### src/rtl/ifs_pkg.sv
// Shared types and sizes for the intermission and frame-start sequencer.
// Assumes the classic CAN header layout without stuffing.
package ifs_pkg;
    localparam int ID_W     = 29;
    localparam int DLC_W    = 4;
    localparam int BASE_HDR = 18;
    localparam int EXT_HDR  = 38;
    localparam int BASE_ARB = 13;
    localparam int EXT_ARB  = 32;
    localparam int HIX_W    = $clog2(EXT_HDR + 1);

    typedef enum logic [1:0] {
        ACT_SYNC = 2'b00,
        ACT_IDLE = 2'b01,
        ACT_RECV = 2'b10,
        ACT_XMIT = 2'b11
    } act_e;

    typedef enum logic [1:0] {
        PH_SOF  = 2'b00,
        PH_HDR  = 2'b01,
        PH_BODY = 2'b10
    } ph_e;
endpackage

### src/rtl/ifs_sync_cnt.sv
// Counts consecutive recessive samples for bus integration.
// Assumes one sample per sp strobe. The count saturates at IDLE_BITS.
module ifs_sync_cnt #(
    parameter int IDLE_BITS = 11
) (
    input  logic clk,
    input  logic rst_n,
    input  logic sp,
    input  logic rx,
    output logic hit
);
    localparam int CW = $clog2(IDLE_BITS + 1);

    logic [CW-1:0] cnt_q;

    // Count recessive samples and restart on a dominant one.
    always_ff @(posedge clk) begin
        if (!rst_n) begin
            cnt_q <= '0;
        end else if (sp) begin
            if (!rx) begin
                cnt_q <= '0;
            end else if (cnt_q != CW'(IDLE_BITS)) begin
                cnt_q <= cnt_q + 1'b1;
            end
        end
    end

    // The sample that completes the run of recessive bits.
    assign hit = sp && rx && (cnt_q >= CW'(IDLE_BITS - 1));

    p_cnt_bound_r2: assert property (@(posedge clk) disable iff (!rst_n)
        cnt_q <= CW'(IDLE_BITS));
endmodule

### src/rtl/ifs_hdr_shift.sv
// Header shift register: builds the arbitration and control image from the
// message fields on load and shifts it out MSB first.
// Assumes load and shift are never high together.
module ifs_hdr_shift
    import ifs_pkg::*;
(
    input  logic             clk,
    input  logic             rst_n,
    input  logic             load,
    input  logic             shift,
    input  logic             ext,
    input  logic [ID_W-1:0]  id,
    input  logic             rtr,
    input  logic [DLC_W-1:0] dlc,
    output logic             cur_bit,
    output logic             in_arb,
    output logic             last
);
    logic [EXT_HDR-1:0] sr_q;
    logic [EXT_HDR-1:0] img;
    logic [HIX_W-1:0]   idx_q;
    logic [HIX_W-1:0]   len_q;
    logic [HIX_W-1:0]   arb_q;

    // Build the left-aligned header image for the chosen format.
    always_comb begin
        if (ext) begin
            img = {id[28:18], 1'b1, 1'b1, id[17:0], rtr, 1'b0, 1'b0, dlc};
        end else begin
            img = {id[10:0], rtr, 1'b0, 1'b0, dlc, {(EXT_HDR - BASE_HDR){1'b0}}};
        end
    end

    // Load a fresh image or move one bit further.
    always_ff @(posedge clk) begin
        if (!rst_n) begin
            sr_q  <= '1;
            idx_q <= '0;
            len_q <= HIX_W'(BASE_HDR);
            arb_q <= HIX_W'(BASE_ARB);
        end else if (load) begin
            sr_q  <= img;
            idx_q <= '0;
            len_q <= ext ? HIX_W'(EXT_HDR) : HIX_W'(BASE_HDR);
            arb_q <= ext ? HIX_W'(EXT_ARB) : HIX_W'(BASE_ARB);
        end else if (shift) begin
            sr_q  <= {sr_q[EXT_HDR-2:0], 1'b1};
            idx_q <= idx_q + 1'b1;
        end
    end

    assign cur_bit = sr_q[EXT_HDR-1];
    assign in_arb  = idx_q < arb_q;
    assign last    = idx_q == (len_q - 1'b1);

    p_idx_bound_r12: assert property (@(posedge clk) disable iff (!rst_n)
        idx_q <= len_q);
    p_no_overlap_r8: assert property (@(posedge clk) disable iff (!rst_n)
        !(load && shift));
endmodule

### src/rtl/ifs_fsm.sv
// Sequencer control: bus integration, idle, receive, transmit and the
// three intermission bits, including the start-of-frame decision.
// Assumes every input is meaningful only on a cycle with sp high.
module ifs_fsm
    import ifs_pkg::*;
(
    input  logic clk,
    input  logic rst_n,
    input  logic sp,
    input  logic rx,
    input  logic pend,
    input  logic fdone,
    input  logic berr,
    input  logic sync_hit,
    input  logic cur_bit,
    input  logic in_arb,
    input  logic last,
    output logic load,
    output logic shift,
    output act_e act,
    output logic tx_bit,
    output logic arb_lost,
    output logic hdr_done,
    output logic retry
);
    act_e       state_q, st_d;
    ph_e        ph_q, ph_d;
    logic       in_ifs_q, ifs_d;
    logic [1:0] pos_q, pos_d;
    logic       lost_d, done_d, retry_d;
    logic       decide;

    // Next-state logic, evaluated only on a sample point.
    always_comb begin
        st_d    = state_q;
        ph_d    = ph_q;
        ifs_d   = in_ifs_q;
        pos_d   = pos_q;
        load    = 1'b0;
        shift   = 1'b0;
        lost_d  = 1'b0;
        done_d  = 1'b0;
        retry_d = 1'b0;
        decide  = (in_ifs_q && pos_q == 2'd2) || (!in_ifs_q && state_q == ACT_IDLE);
        if (sp) begin
            if (decide) begin
                ifs_d = 1'b0;
                if (pend) begin
                    load = 1'b1;
                    st_d = ACT_XMIT;
                    ph_d = rx ? PH_SOF : PH_HDR;
                end else if (!rx) begin
                    st_d = ACT_RECV;
                    ph_d = PH_BODY;
                end else begin
                    st_d = ACT_IDLE;
                    ph_d = PH_BODY;
                end
            end else if (in_ifs_q) begin
                pos_d = pos_q + 2'd1;
            end else begin
                case (state_q)
                    ACT_SYNC: begin
                        if (sync_hit) begin
                            st_d = ACT_IDLE;
                        end
                    end
                    ACT_RECV: begin
                        if (fdone) begin
                            ifs_d = 1'b1;
                            pos_d = 2'd0;
                        end
                    end
                    ACT_XMIT: begin
                        if (berr) begin
                            retry_d = 1'b1;
                            st_d    = ACT_RECV;
                            ph_d    = PH_BODY;
                        end else begin
                            case (ph_q)
                                PH_SOF: ph_d = PH_HDR;
                                PH_HDR: begin
                                    if (in_arb && cur_bit && !rx) begin
                                        lost_d  = 1'b1;
                                        retry_d = 1'b1;
                                        st_d    = ACT_RECV;
                                        ph_d    = PH_BODY;
                                    end else begin
                                        shift = 1'b1;
                                        if (last) begin
                                            done_d = 1'b1;
                                            ph_d   = PH_BODY;
                                        end
                                    end
                                end
                                default: begin
                                    if (fdone) begin
                                        ifs_d = 1'b1;
                                        pos_d = 2'd0;
                                    end
                                end
                            endcase
                        end
                    end
                    default: ;
                endcase
            end
        end
    end

    // State registers and one-cycle event pulses.
    always_ff @(posedge clk) begin
        if (!rst_n) begin
            state_q  <= ACT_SYNC;
            ph_q     <= PH_BODY;
            in_ifs_q <= 1'b0;
            pos_q    <= 2'd0;
            arb_lost <= 1'b0;
            hdr_done <= 1'b0;
            retry    <= 1'b0;
        end else begin
            state_q  <= st_d;
            ph_q     <= ph_d;
            in_ifs_q <= ifs_d;
            pos_q    <= pos_d;
            arb_lost <= lost_d;
            hdr_done <= done_d;
            retry    <= retry_d;
        end
    end

    assign act    = state_q;
    // Drive the start bit, then header bits, else stay recessive.
    assign tx_bit = (state_q != ACT_XMIT) ? 1'b1 :
                    (ph_q == PH_SOF)      ? 1'b0 :
                    (ph_q == PH_HDR)      ? cur_bit : 1'b1;

    p_quiet_r3: assert property (@(posedge clk) disable iff (!rst_n)
        !sp |=> $stable(state_q) && $stable(ph_q));
    p_idle_recv_r4: assert property (@(posedge clk) disable iff (!rst_n)
        (state_q == ACT_IDLE && sp && !rx && !pend) |=> state_q == ACT_RECV);
    p_early_start_r7: assert property (@(posedge clk) disable iff (!rst_n)
        (in_ifs_q && pos_q == 2'd2 && sp && !rx && pend)
        |=> (state_q == ACT_XMIT && ph_q == PH_HDR));
    p_lost_recv_r9: assert property (@(posedge clk) disable iff (!rst_n)
        arb_lost |-> (state_q == ACT_RECV && retry));
    p_done_quiet_r12: assert property (@(posedge clk) disable iff (!rst_n)
        hdr_done |-> tx_bit);
    p_pulse_excl_r9: assert property (@(posedge clk) disable iff (!rst_n)
        $onehot0({arb_lost, hdr_done}));
endmodule

### src/rtl/can_ifs_seq.sv
// Top of the intermission and frame-start sequencer. Joins bus integration,
// control and the header shift register.
// Assumes the sample strobe and the bus sample come from bit timing logic.
module can_ifs_seq
    import ifs_pkg::*;
#(
    parameter int IDLE_BITS = 11
) (
    input  logic             clk,
    input  logic             rst_n,
    input  logic             sp_strobe,
    input  logic             rx_bit,
    input  logic             tx_pend,
    input  logic             tx_ext,
    input  logic             tx_rtr,
    input  logic [ID_W-1:0]  tx_id,
    input  logic [DLC_W-1:0] tx_dlc,
    input  logic             frame_end,
    input  logic             bus_err,
    output logic             tx_bit,
    output logic [1:0]       act,
    output logic             arb_lost,
    output logic             hdr_done,
    output logic             tx_retry
);
    logic sync_hit, load, shift, cur_bit, in_arb, last;
    act_e act_w;

    ifs_sync_cnt #(.IDLE_BITS(IDLE_BITS)) u_sync (
        .clk(clk), .rst_n(rst_n), .sp(sp_strobe), .rx(rx_bit), .hit(sync_hit)
    );

    ifs_hdr_shift u_hdr (
        .clk(clk), .rst_n(rst_n), .load(load), .shift(shift),
        .ext(tx_ext), .id(tx_id), .rtr(tx_rtr), .dlc(tx_dlc),
        .cur_bit(cur_bit), .in_arb(in_arb), .last(last)
    );

    ifs_fsm u_fsm (
        .clk(clk), .rst_n(rst_n), .sp(sp_strobe), .rx(rx_bit), .pend(tx_pend),
        .fdone(frame_end), .berr(bus_err), .sync_hit(sync_hit),
        .cur_bit(cur_bit), .in_arb(in_arb), .last(last),
        .load(load), .shift(shift), .act(act_w), .tx_bit(tx_bit),
        .arb_lost(arb_lost), .hdr_done(hdr_done), .retry(tx_retry)
    );

    assign act = act_w;

    p_lost_cause_r9: assert property (@(posedge clk) disable iff (!rst_n)
        arb_lost |-> ($past(tx_bit) && !$past(rx_bit) && $past(sp_strobe)));
    p_retry_cause_r11: assert property (@(posedge clk) disable iff (!rst_n)
        tx_retry |-> ($past(act) == 2'b11 && $past(sp_strobe)));
endmodule

### config.mk
export PLATFORM = sky130hd
export DESIGN_NAME = can_ifs_seq
export DESIGN_NICKNAME = d
export VERILOG_FILES = /design/src/rtl/ifs_pkg.sv /design/src/rtl/ifs_sync_cnt.sv /design/src/rtl/ifs_hdr_shift.sv /design/src/rtl/ifs_fsm.sv /design/src/rtl/can_ifs_seq.sv
export SDC_FILE = /design/constraint.sdc
export NUM_CORES = 1
export LEC_CHECK = 0
export ABC_AREA = 0
export ABC_CLOCK_PERIOD_IN_PS = 4050
export BUFFER_PORTS_ARGS = -buffer_cell sky130_fd_sc_hd__clkbuf_2
export CORE_ASPECT_RATIO = 0.6
export CORE_MARGIN = 2
export CORE_UTILIZATION = 60
export DETAILED_ROUTE_END_ITERATION = 10
export PLACE_DENSITY = 0.94
export SETUP_SLACK_MARGIN = 0.02
export SYNTH_ARGS = -nofsm -noshare
export SYNTH_HDL_FRONTEND = slang
export SYNTH_HIERARCHICAL = 1
export SYNTH_SLANG_ARGS = --single-unit
### constraint.sdc
create_clock -name clk -period 4.05 [get_ports clk]
set_input_delay 0.81 -clock clk [delete_from_list [all_inputs] [get_ports clk]]
set_output_delay 0.81 -clock clk [all_outputs]
set_load 0.005 [all_outputs]
* Word level (Yosys, flattened, before mapping)
Cells that the tools add are included.
** Cells by class
- Magnitude comparators :: 2
- Multipliers :: 0
- Div/mod/pow operators :: 0
- Reductions and logical operators :: 25
- Bitwise logic cells :: 5
- Shift operators :: 0
- Add/sub/neg operators :: 4
- Equal/unequal tests :: 16
- Mux-type cells :: 53
** Operators with widths (number)
- 38-bit two-way mux :: 3
- 2-bit two-way mux :: 19
- 1-bit two-way mux :: 23
- 6-bit two-way mux :: 2
- 2-bit one-hot mux with 2 select lines :: 3
- 5-bit AND reduction :: 2
- 3-bit by 2-bit != test with 1-bit output (second input constant) :: 3
- 4-bit two-way mux :: 2
- 4-bit by 2-bit != test with 1-bit output (second input constant) :: 2
- 8-bit OR reduction :: 1
- 6-bit by 1-bit adder with 6-bit output (second input constant) :: 1
- 2-bit == test (second input constant) :: 3
- 6-bit == test :: 1
- 1-bit logical AND :: 6
- 6-bit less-than comparator :: 1
- 6-bit AND reduction :: 1
- 3-bit nonzero test :: 2
- 6-bit OR reduction :: 1
- 6-bit by 1-bit subtractor with 6-bit output (second input constant) :: 1
- 5-bit by 3-bit != test with 1-bit output (second input constant) :: 1
- 1-bit inverter :: 5
- 5-bit OR reduction :: 1
- 4-bit by 1-bit adder with 4-bit output (second input constant) :: 1
- 2-bit by 1-bit == test with 1-bit output (second input constant) :: 2
- 13 further kinds :: 18
** Word-level totals
- Bits in latches :: 0
- ROM bits :: 0
- Output and inout bits :: 6
- Register bits :: 70
- Logic and storage cells :: 117
- Memory bits (writable) :: 0
- Memories kept :: 0
- Input bits :: 42

* Longest topological paths before layout
Gate-level depths: netlist of the first run.
- Word-level depth :: 12
- Depth in mapped cells :: 13

* Hierarchy
The synthesis of the first run kept the hierarchy.
** By module, submodules not included
- ifs_hdr_shift :: times used 1, cells an instance 249, seq. area each 920.9 µm², area an instance 2269.7 µm²
- ifs_fsm :: times used 1, cells an instance 83, seq. area each 200.2 µm², area an instance 670.6 µm²
- ifs_sync_cnt :: times used 1, cells an instance 27, seq. area each 80.1 µm², area an instance 245.2 µm²

* Worst setup path before layout of the first run
No wires, ideal clock.
- Path type :: register -> register
- From :: reg u_hdr/len_q[4] (netlist name)
- To :: reg u_hdr.sr_q[26]
- Library setup time :: 130 ps
- Stages on the path, launching flop included :: 12
- Path slack :: 1739 ps
- Data required time :: 3920 ps
- Arrival :: 2181 ps
- Cell sequence :: dfxtp_1 inv_1 ha_1 a211o_1 a211oi_1 nand3b_1 nand4_4 nor2_1 buf_4 mux2_1 o22ai_1 nand2_1
** RTL lines
- end signal: assignment :: line ifs_hdr_shift.sv:42 : sr_q <= img;
- end signal: assignment :: line ifs_hdr_shift.sv:47 : sr_q <= {sr_q[EXT_HDR-2:0], 1'b1};
- end: declaration :: line ifs_hdr_shift.sv:19 : logic [EXT_HDR-1:0] sr_q;

==> impl_metrics.py, run 1 <==
metrics = {
    "outcome": {
        "status": "complete, no violations",
    },
    "timing": {
        "maxSlewViolCount": 0,
        "finClkSkew_ns": 0.00734,
        "fin_crit_ns": 3.07,
        "fmaxAchievable_mhz": 325,
        "final.setup.tns_ns": 0,
        "relSlewSlack_pct": 50.1,
        "worst_slack_ns": 0.977,
        "setup_viol": 0,
        "rsz0062_at_grt": "false",
        "min_period_over_period_pct": 75.9,
        "hold_viol_final": 0,
        "worst_slew_pin_slew_ns": 0.748,
    },
    "cts": {
        "cts.path.max_buffers": 2,
        "cts_tree": "built",
        "cts_buffers": 9,
        "holdBufCountCts": 0,
        "cts_sinks": 60,
        "clkTransAtPathRegs_ns": 0.07,
        "insertion_delay_ns": 0.35,
        "cts_resized": 0,
        "htree_levels": 3,
        "cts-root-buf": "clkbuf_8",
        "postCtsSetupBuffers": 0,
    },
    "logic_synthesis": {
        "ys.flop_type": "dfxtp_1",
        "ys_ff_latch": 60,
        "ys_types": 53,
        "ys_seq_area_share_pct": 37.7,
        "synth_area_per_cell_um2": 8.87,
        "synth_edf_count": 0,
        "synthesis.nets": 410,
        "synth_area_leaders": "dfxtp_1 38%, a211oi_1 7.8%, mux2i_1 7.5%",
        "ys_top_cells_by_count": "60 x dfxtp_1, 36 x nand2_1, 33 x a211oi_1",
        "synth_area_leader_cell": "dfxtp_1",
        "synth_top_area_share_pct": 37.7,
        "ys_warn_count": 6,
        "async_reset_ff_share_pct": 0,
        "syn_area_mm2": 0.00319,
        "yosysMostFrequentCell": "dfxtp_1",
        "syn_inst": 359,
    },
    "global_route": {
        "grt_max_degree": 53,
        "antenna_found_initial": 0,
        "grt_usage_pct": 27.7,
        "grt_pass1_wl_mm": 12.6,
        "first_global_vias": 2552,
        "grt_remaining_overflow": 0,
    },
    "worst_setup_path": {
        "max_stage_delay_ns": 0.58,
        "worst_path_max_delay_cell": "nor2_4",
        "cp_cell_sequence": "inv_1 -> ha_1 -> nand4b_1 -> a21oi_1 -> a211oi_1 -> nand3b_1 -> nand4_4 -> nor2_4 -> buf_4 -> mux2i_1 -> o211ai_1",
        "cp-start-kind": "flip-flop",
        "critPathMaxFanout": 31,
        "crit_arrival_ns": 3.26,
        "crit_required_ns": 4.24,
        "end_kind": "flip-flop",
        "crit_type": "flip-flop to flip-flop",
    },
    "min_path": {
        "hp-class": "flip-flop to flip-flop",
    },
    "placed_design": {
        "dp_hpwl_mm": 5.52,
        "pre_cts_ws_ns": 1.01,
        "numPortBuffers": 47,
        "dpl-instance-area_mm2": 0.00341,
        "gp_congestion": 0.887,
    },
    "routing": {
        "dr.first_iter.drc_count": 329,
        "wl_per_cell_um": 17.4,
        "firstDrtPassIters": 5,
        "routed_wl_mm": 8.16,
        "num_vias": 2907,
        "route.detailed.drc": 0,
        "drtAntennaViolNets": 0,
        "via_per_inst": 6.21,
    },
    "layout": {
        "multi_input_area_mm2": 0.00183,
        "finalInstanceArea_mm2": 0.00363,
        "finish.utilization_pct": 71.4,
        "syn2layout_area_growth_pct": 13.9,
        "antennaDiodeCount": 0,
        "drive_gt1_share_pct": 19.4,
        "nets": 448,
        "fillers": 383,
        "ff_latch_area_mm2": 0.00120,
    },
    "pwr": {
        "switching_share_pct": 22.1,
        "seqPwrFrac_pct": 47.7,
        "pwr-share-clk_pct": 47.2,
        "internal-power_uw": 966,
        "power.leakage_uw": 0.00133,
        "power_density_mw_per_mm2": 342,
        "ir_drop_mv": 0.254,
        "combPwrFrac_pct": 5.1,
        "p_sw_uw": 274,
    },
    "floorplan": {
        "io_pins": 48,
        "die_h_um": 60.4,
        "num_rows": 20,
        "initial_core_util_pct": 62.7,
        "core_mm2": 0.00508,
        "die_w_um": 98.1,
        "die_area_mm2": 0.00593,
    },
    "job": {
        "max_cap_viol_count": 0,
    },
}
==> worst max-delay path, delay by kind of cell, from the launching register on <==
| family | cells | cell delay (ns) |
|---|---|---|
| AND/OR/NAND/NOR | 4 | 1.01 |
| buffers and inverters | 2 | 0.60 |
| flip-flops | 1 | 0.36 |
| AO/OA/AOI/OAI | 3 | 0.33 |
| adder cells (fa/ha/maj) | 1 | 0.30 |
| multiplexers | 1 | 0.30 |
==> through the flow <==
step                      power [uW]  hold WS [ns]  instances
after floorplan                  632         0.468        359
after global placement           664         0.490        452
after detailed placement         665         0.503        452
after CTS                       1240         0.512        468
after global routing            1280         0.536        468
final                           1240         0.514        468
==> layout by cell type, fill, tap and decap left out, drive strengths merged, types with 3 or more instances in the layout <==
| cell | synthesis | layout |
|---|---|---|
| inv | 10 | 10 |
| mux2i | 24 | 24 |
| nor3 | 5 | 5 |
| nand3b | 3 | 3 |
| nand4 | 4 | 4 |
| nand3 | 9 | 9 |
| a21oi | 9 | 9 |
| a211oi | 33 | 33 |
| nand2 | 36 | 36 |
| nor2 | 17 | 17 |
| mux2 | 3 | 3 |
| dfxtp | 60 | 60 |
| o211ai | 21 | 21 |
| a21boi | 3 | 3 |
| buf | 14 | 3 |
| ha | 9 | 9 |
| nor2b | 32 | 32 |
| clkbuf | 9 | 60 |
| xor2 | 4 | 4 |
| o21ai | 23 | 23 |
| nand2b | 4 | 4 |
==> power by group through the flow <==
stage                     registers (uW)  logic, uW  clock network, uW
after floorplan                      605       27.1                  0
after global placement               605       59.0                  0
after detailed placement             605       60.3                  0
after CTS                            592       61.2                586
after global routing                 592       67.3                617
final                                592       62.6                586
==> layer usage <==
| metal | track usage [%] | share of wire [%] | routed length [um] | vias to the layer above |
|---|---|---|---|---|
| li1 | - | - | - | 1382 |
| met1 | 36.4 | 43 | 3500 | 1351 |
| met2 | 44.4 | 46 | 3710 | 138 |
| met3 | 9.22 | 9.1 | 741 | 36 |
| met4 | 8.13 | 2.6 | 209 | 0 |
| met5 | 0 | 0 | 0 | - |
==> layout make-up <==
class	count	share of cell area, %
Clock buffer	13	4.93
Clock inverter	3	1.17
Inverter	10	1.03
Multi-Input combinational cell	266	50.4
Sequential cell	60	33.1
Tap cell	66	2.28
Timing Repair Buffer	50	7.11
==> sequential cells by signal, summed over array words and instances, names as in the netlist <==
register        cells
u_fsm/act           2
u_fsm/arb_lost      1
u_fsm/hdr_done      1
u_fsm/in_ifs_q      1
u_fsm/ph_q          2
u_fsm/pos_q         2
u_fsm/retry         1
u_hdr/idx_q         6
u_hdr/len_q         2
u_hdr/sr_q         38
u_sync/cnt_q        4
==> cells by family after synthesis <==
logic type | synth area share [%]
flops | 37.7
buf+inv | 5.18
fa+ha+maj | 3.54
mux | 8.60
xor+xnor | 1.65
compound gates | 22.1
simple gates | 21.2
==> final timing paths <==
kind                            slack [ns]  cells past startpoint                         start                      endpoint
worst max-delay path                  0.98                     11   u_hdr/len_q[4]$_SDFFE_PN1P_   u_hdr/sr_q[10]$_SDFFE_PN1P_
worst min-delay path                  0.51                      2  u_sync/cnt_q[0]$_SDFFE_PN0P_  u_sync/cnt_q[0]$_SDFFE_PN0P_
worst max register to register        0.98                     11   u_hdr/len_q[4]$_SDFFE_PN1P_   u_hdr/sr_q[10]$_SDFFE_PN1P_
worst min register to register        0.51                      2  u_sync/cnt_q[0]$_SDFFE_PN0P_  u_sync/cnt_q[0]$_SDFFE_PN0P_
Note: power is estimated with default switching activity, not from simulation.
==> run 2: changes to the inputs <==
--- a/config.mk
+++ b/config.mk
@@ -5,14 +5,14 @@
 export SDC_FILE = /design/constraint.sdc
 export NUM_CORES = 1
 export LEC_CHECK = 0
-export ABC_AREA = 0
-export ABC_CLOCK_PERIOD_IN_PS = 4050
+export ABC_AREA = 1
+export ABC_CLOCK_PERIOD_IN_PS = 3200
 export BUFFER_PORTS_ARGS = -buffer_cell sky130_fd_sc_hd__clkbuf_2
 export CORE_ASPECT_RATIO = 0.6
 export CORE_MARGIN = 2
-export CORE_UTILIZATION = 60
+export CORE_UTILIZATION = 57
 export DETAILED_ROUTE_END_ITERATION = 10
-export PLACE_DENSITY = 0.94
+export PLACE_DENSITY = 0.91
 export SETUP_SLACK_MARGIN = 0.02
 export SYNTH_ARGS = -nofsm -noshare
 export SYNTH_HDL_FRONTEND = slang
==> constraint.sdc (replaced) <==
create_clock -name clk -period 3.2 [get_ports clk]
set_input_delay 0.64 -clock clk [delete_from_list [all_inputs] [get_ports clk]]
set_output_delay 0.64 -clock clk [all_outputs]
set_load 0.005 [all_outputs]
==> run 2 against run 1 <==
Routed wire length up 1.4%. Combinational power rose to 3.6 times the previous value. Sequential share of layout area down 1.4 points. Cell count up 35%. Non-clock buffer count up 2. Global-route usage down 0.44 points. Synthesized cell count up 41%. Critical endpoint is now u_hdr/sr_q[0]$_SDFFE_PN1P_. Largest cell class unchanged. Highest routed layer unchanged.
==> impl_metrics.py, run 2 <==
metrics = {
    "outcome": {
        "status": "complete, no violations",
    },
    "placed_design": {
        "dp_hpwl_mm": 5.66,
        "gp_congestion": 0.908,
        "dpl-instance-area_mm2": 0.00354,
        "numPortBuffers": 47,
    },
    "worst_setup_path": {
        "cp-start-kind": "flip-flop",
        "crit_type": "flip-flop to flip-flop",
        "worst_path_max_delay_cell": "inv_2",
        "crit_required_ns": 3.47,
        "max_stage_delay_ns": 0.44,
        "r2r_slack_ns": 0.58,
        "cp_cell_sequence": "inv_1 -> ha_1 -> nand4_1 -> nor2_1 -> nor2_1 -> nand2_1 -> nor2_1 -> nor2_1 -> nand4_1 -> inv_1 -> nor2_2 -> inv_2 -> nor2_1 -> o21ai_0",
        "crit_arrival_ns": 2.90,
        "end_kind": "flip-flop",
        "path_buf_inv": 3,
        "cp_common_cell": "nor2_1",
        "crit_family": "simple AND/OR/NAND/NOR gates",
        "critPathMaxFanout": 34,
    },
    "pwr": {
        "internal-power_uw": 1400,
        "ir_drop_mv": 0.266,
        "switching_share_pct": 25.5,
        "combPwrFrac_pct": 12.1,
        "pwr-share-clk_pct": 45.5,
        "seqPwrFrac_pct": 42.4,
        "finalPower_uw": 1870,
        "p_sw_uw": 479,
        "power.leakage_uw": 0.00165,
        "power_density_mw_per_mm2": 495,
    },
    "layout": {
        "nets": 596,
        "fillers": 470,
        "final_cell_mix": "185 x nand2_1, 66 x nand3_1, 60 x dfxtp_1, 51 x a21oi_1, 47 x clkbuf_2",
        "ff_latch_area_mm2": 0.00120,
        "finalInstanceArea_mm2": 0.00378,
        "finish.utilization_pct": 67.9,
        "antennaDiodeCount": 0,
        "multi_input_area_mm2": 0.00183,
        "largest_reg_flops": 38,
        "layout_commonest_cell": "nand2_1",
        "reg_top3": "u_hdr/sr_q: 38 flops, u_hdr/idx_q: 6 flops, u_sync/cnt_q: 4 flops",
        "drive_gt1_share_pct": 15.8,
        "syn2layout_area_growth_pct": 14.7,
        "max_flop_register": "u_hdr/sr_q",
    },
    "logic_synthesis": {
        "synthSimpleGateAreaFrac_pct": 39.3,
        "synth_edf_count": 0,
        "synth_area_leader_cell": "dfxtp_1",
        "synth_compound_area_share_pct": 11.5,
        "async_reset_ff_share_pct": 0,
        "synthesis.nets": 558,
        "synth_area_leaders": "dfxtp_1 36%, nand2_1 21%, nand3_1 10%",
        "synth_top_family_by_area": "simple AND/OR/NAND/NOR gates",
        "synth_top_area_share_pct": 36.4,
        "synth_fa_ha_area_share_pct": 3.41,
        "ys_seq_area_share_pct": 36.4,
        "ys_types": 30,
        "synthXorXnorAreaFrac_pct": 1.06,
        "ys.flop_type": "dfxtp_1",
        "ys_ff_latch": 60,
        "yosysMostFrequentCell": "nand2_1",
        "ys_warn_count": 6,
        "synth_area_per_cell_um2": 6.51,
        "syn_inst": 507,
        "ys_top_cells_by_count": "185 x nand2_1, 66 x nand3_1, 60 x dfxtp_1",
        "synthMuxAreaShare_pct": 0,
        "syn_area_mm2": 0.00330,
    },
    "cts": {
        "cts_resized": 0,
        "cts_sinks": 60,
        "cts.path.max_buffers": 2,
        "holdBufCountCts": 0,
        "cts_buffers": 9,
        "insertion_delay_ns": 0.35,
        "cts_tree": "built",
        "htree_levels": 3,
        "cts-root-buf": "clkbuf_8",
        "clkTransAtPathRegs_ns": 0.07,
        "postCtsSetupBuffers": 0,
    },
    "routing": {
        "dr.first_iter.drc_count": 304,
        "route.detailed.drc": 0,
        "wl_per_cell_um": 13.1,
        "firstDrtPassIters": 5,
        "drtAntennaViolNets": 0,
        "via_per_inst": 5.54,
        "num_vias": 3490,
        "routed_wl_mm": 8.27,
    },
    "timing": {
        "rsz0062_at_grt": "false",
        "min_period_over_period_pct": 82.0,
        "fmaxAchievable_mhz": 381,
        "relSlewSlack_pct": 52.1,
        "final.setup.tns_ns": 0,
        "setup_viol": 0,
        "finClkSkew_ns": 0.00894,
        "hold_viol_final": 0,
        "maxSlewViolCount": 0,
        "fin_crit_ns": 2.62,
        "worst_slew_pin_slew_ns": 0.719,
    },
    "min_path": {
        "hp-class": "flip-flop to flip-flop",
    },
    "floorplan": {
        "die_w_um": 102,
        "core_mm2": 0.00557,
        "num_rows": 21,
        "die_area_mm2": 0.00644,
        "io_pins": 48,
        "die_h_um": 62.9,
        "initial_core_util_pct": 59.3,
    },
    "global_route": {
        "grt_remaining_overflow": 0,
        "grt_usage_pct": 27.2,
        "grt_pass1_wl_mm": 14.0,
        "antenna_found_initial": 0,
        "first_global_vias": 3143,
        "grt_max_degree": 38,
    },
    "job": {
        "max_cap_viol_count": 0,
    },
}
[run 2: changes by cell type after synthesis, moves of 4 or more]
cell	change
a211oi_1	-32
a21oi_1	+43
inv_1	+19
inv_2	+4
mux2i_1	-24
nand2_1	+149
nand2b_1	-4
nand3_1	+57
nand4_1	+5
nor2_1	+14
nor2b_1	-32
o211ai_1	-20
o21ai_0	+6
o21ai_1	-18
[run 2: kinds of logic (layout without fill, tap and decap cells)]
logic type,count (synthesis),count (layout)
and+or+nand+nor,305,305
AOI/OAI and AO/OA,70,70
DFF,60,60
buffers and inverters,59,102
adders and majority gates,9,9
xor gates and xnor gates,4,4
[run 2: through the flow]
stage	hold WS [ns]	cells	worst slack, ns
2_1_floorplan	0.429	507	1.12
3_3_place_gp	0.443	614	0.790
3_5_place_dp	0.453	614	0.615
4_1_cts	0.470	630	0.602
5_1_grt	0.488	630	0.275
6_report	0.473	630	0.577
[run 2: per-layer routing]
metal	routed length, um	up-vias	track usage (%)
met5	0	-	0
met4	106	0	9.33
met3	709	16	6.94
met2	3660	174	40.5
li1	-	1724	-
met1	3800	1576	38.4
[run 2: final cells by class]
cell class	instances	share of cell area, %
repair buffers	52	7.21
clock buffers	10	3.64
flip-flops and latches	60	31.7
multi-input cells	388	48.5
well taps	80	2.64
inverters	34	3.37
clock inverters	6	2.94
[run 2: path summary, 6_finish.rpt]
check / from / end / cells past startpoint
hold / removal: u_hdr/sr_q[33]$_SDFFE_PN1P_ / u_hdr/sr_q[33]$_SDFFE_PN1P_ / 2
setup reg to reg: u_hdr/len_q[2]$_SDFFE_PN0P_ / u_hdr/sr_q[0]$_SDFFE_PN1P_ / 14
hold reg to reg: u_hdr/sr_q[33]$_SDFFE_PN1P_ / u_hdr/sr_q[33]$_SDFFE_PN1P_ / 2
setup / recovery: u_hdr/len_q[2]$_SDFFE_PN0P_ / u_hdr/sr_q[0]$_SDFFE_PN1P_ / 14
[run 2: worst register-to-register path, stage by stage (launching register included)]
cell     delay (ns)
dfxtp_1        0.35
inv_1          0.07
ha_1           0.34
nand4_1        0.11
nor2_1         0.12
nor2_1         0.05
nand2_1        0.06
nor2_1         0.06
nor2_1         0.15
nand4_1        0.12
inv_1          0.32
nor2_2         0.12
inv_2          0.44
nor2_1         0.09
o21ai_0        0.16
[run 2: power groups by stage]
stage	clock, uW	combinational [uW]	sequential [uW]
final	852	227	794
after global placement	0	214	808
after floorplan	0	159	805
after detailed placement	0	221	810
after CTS	859	223	794
after global routing	888	257	797
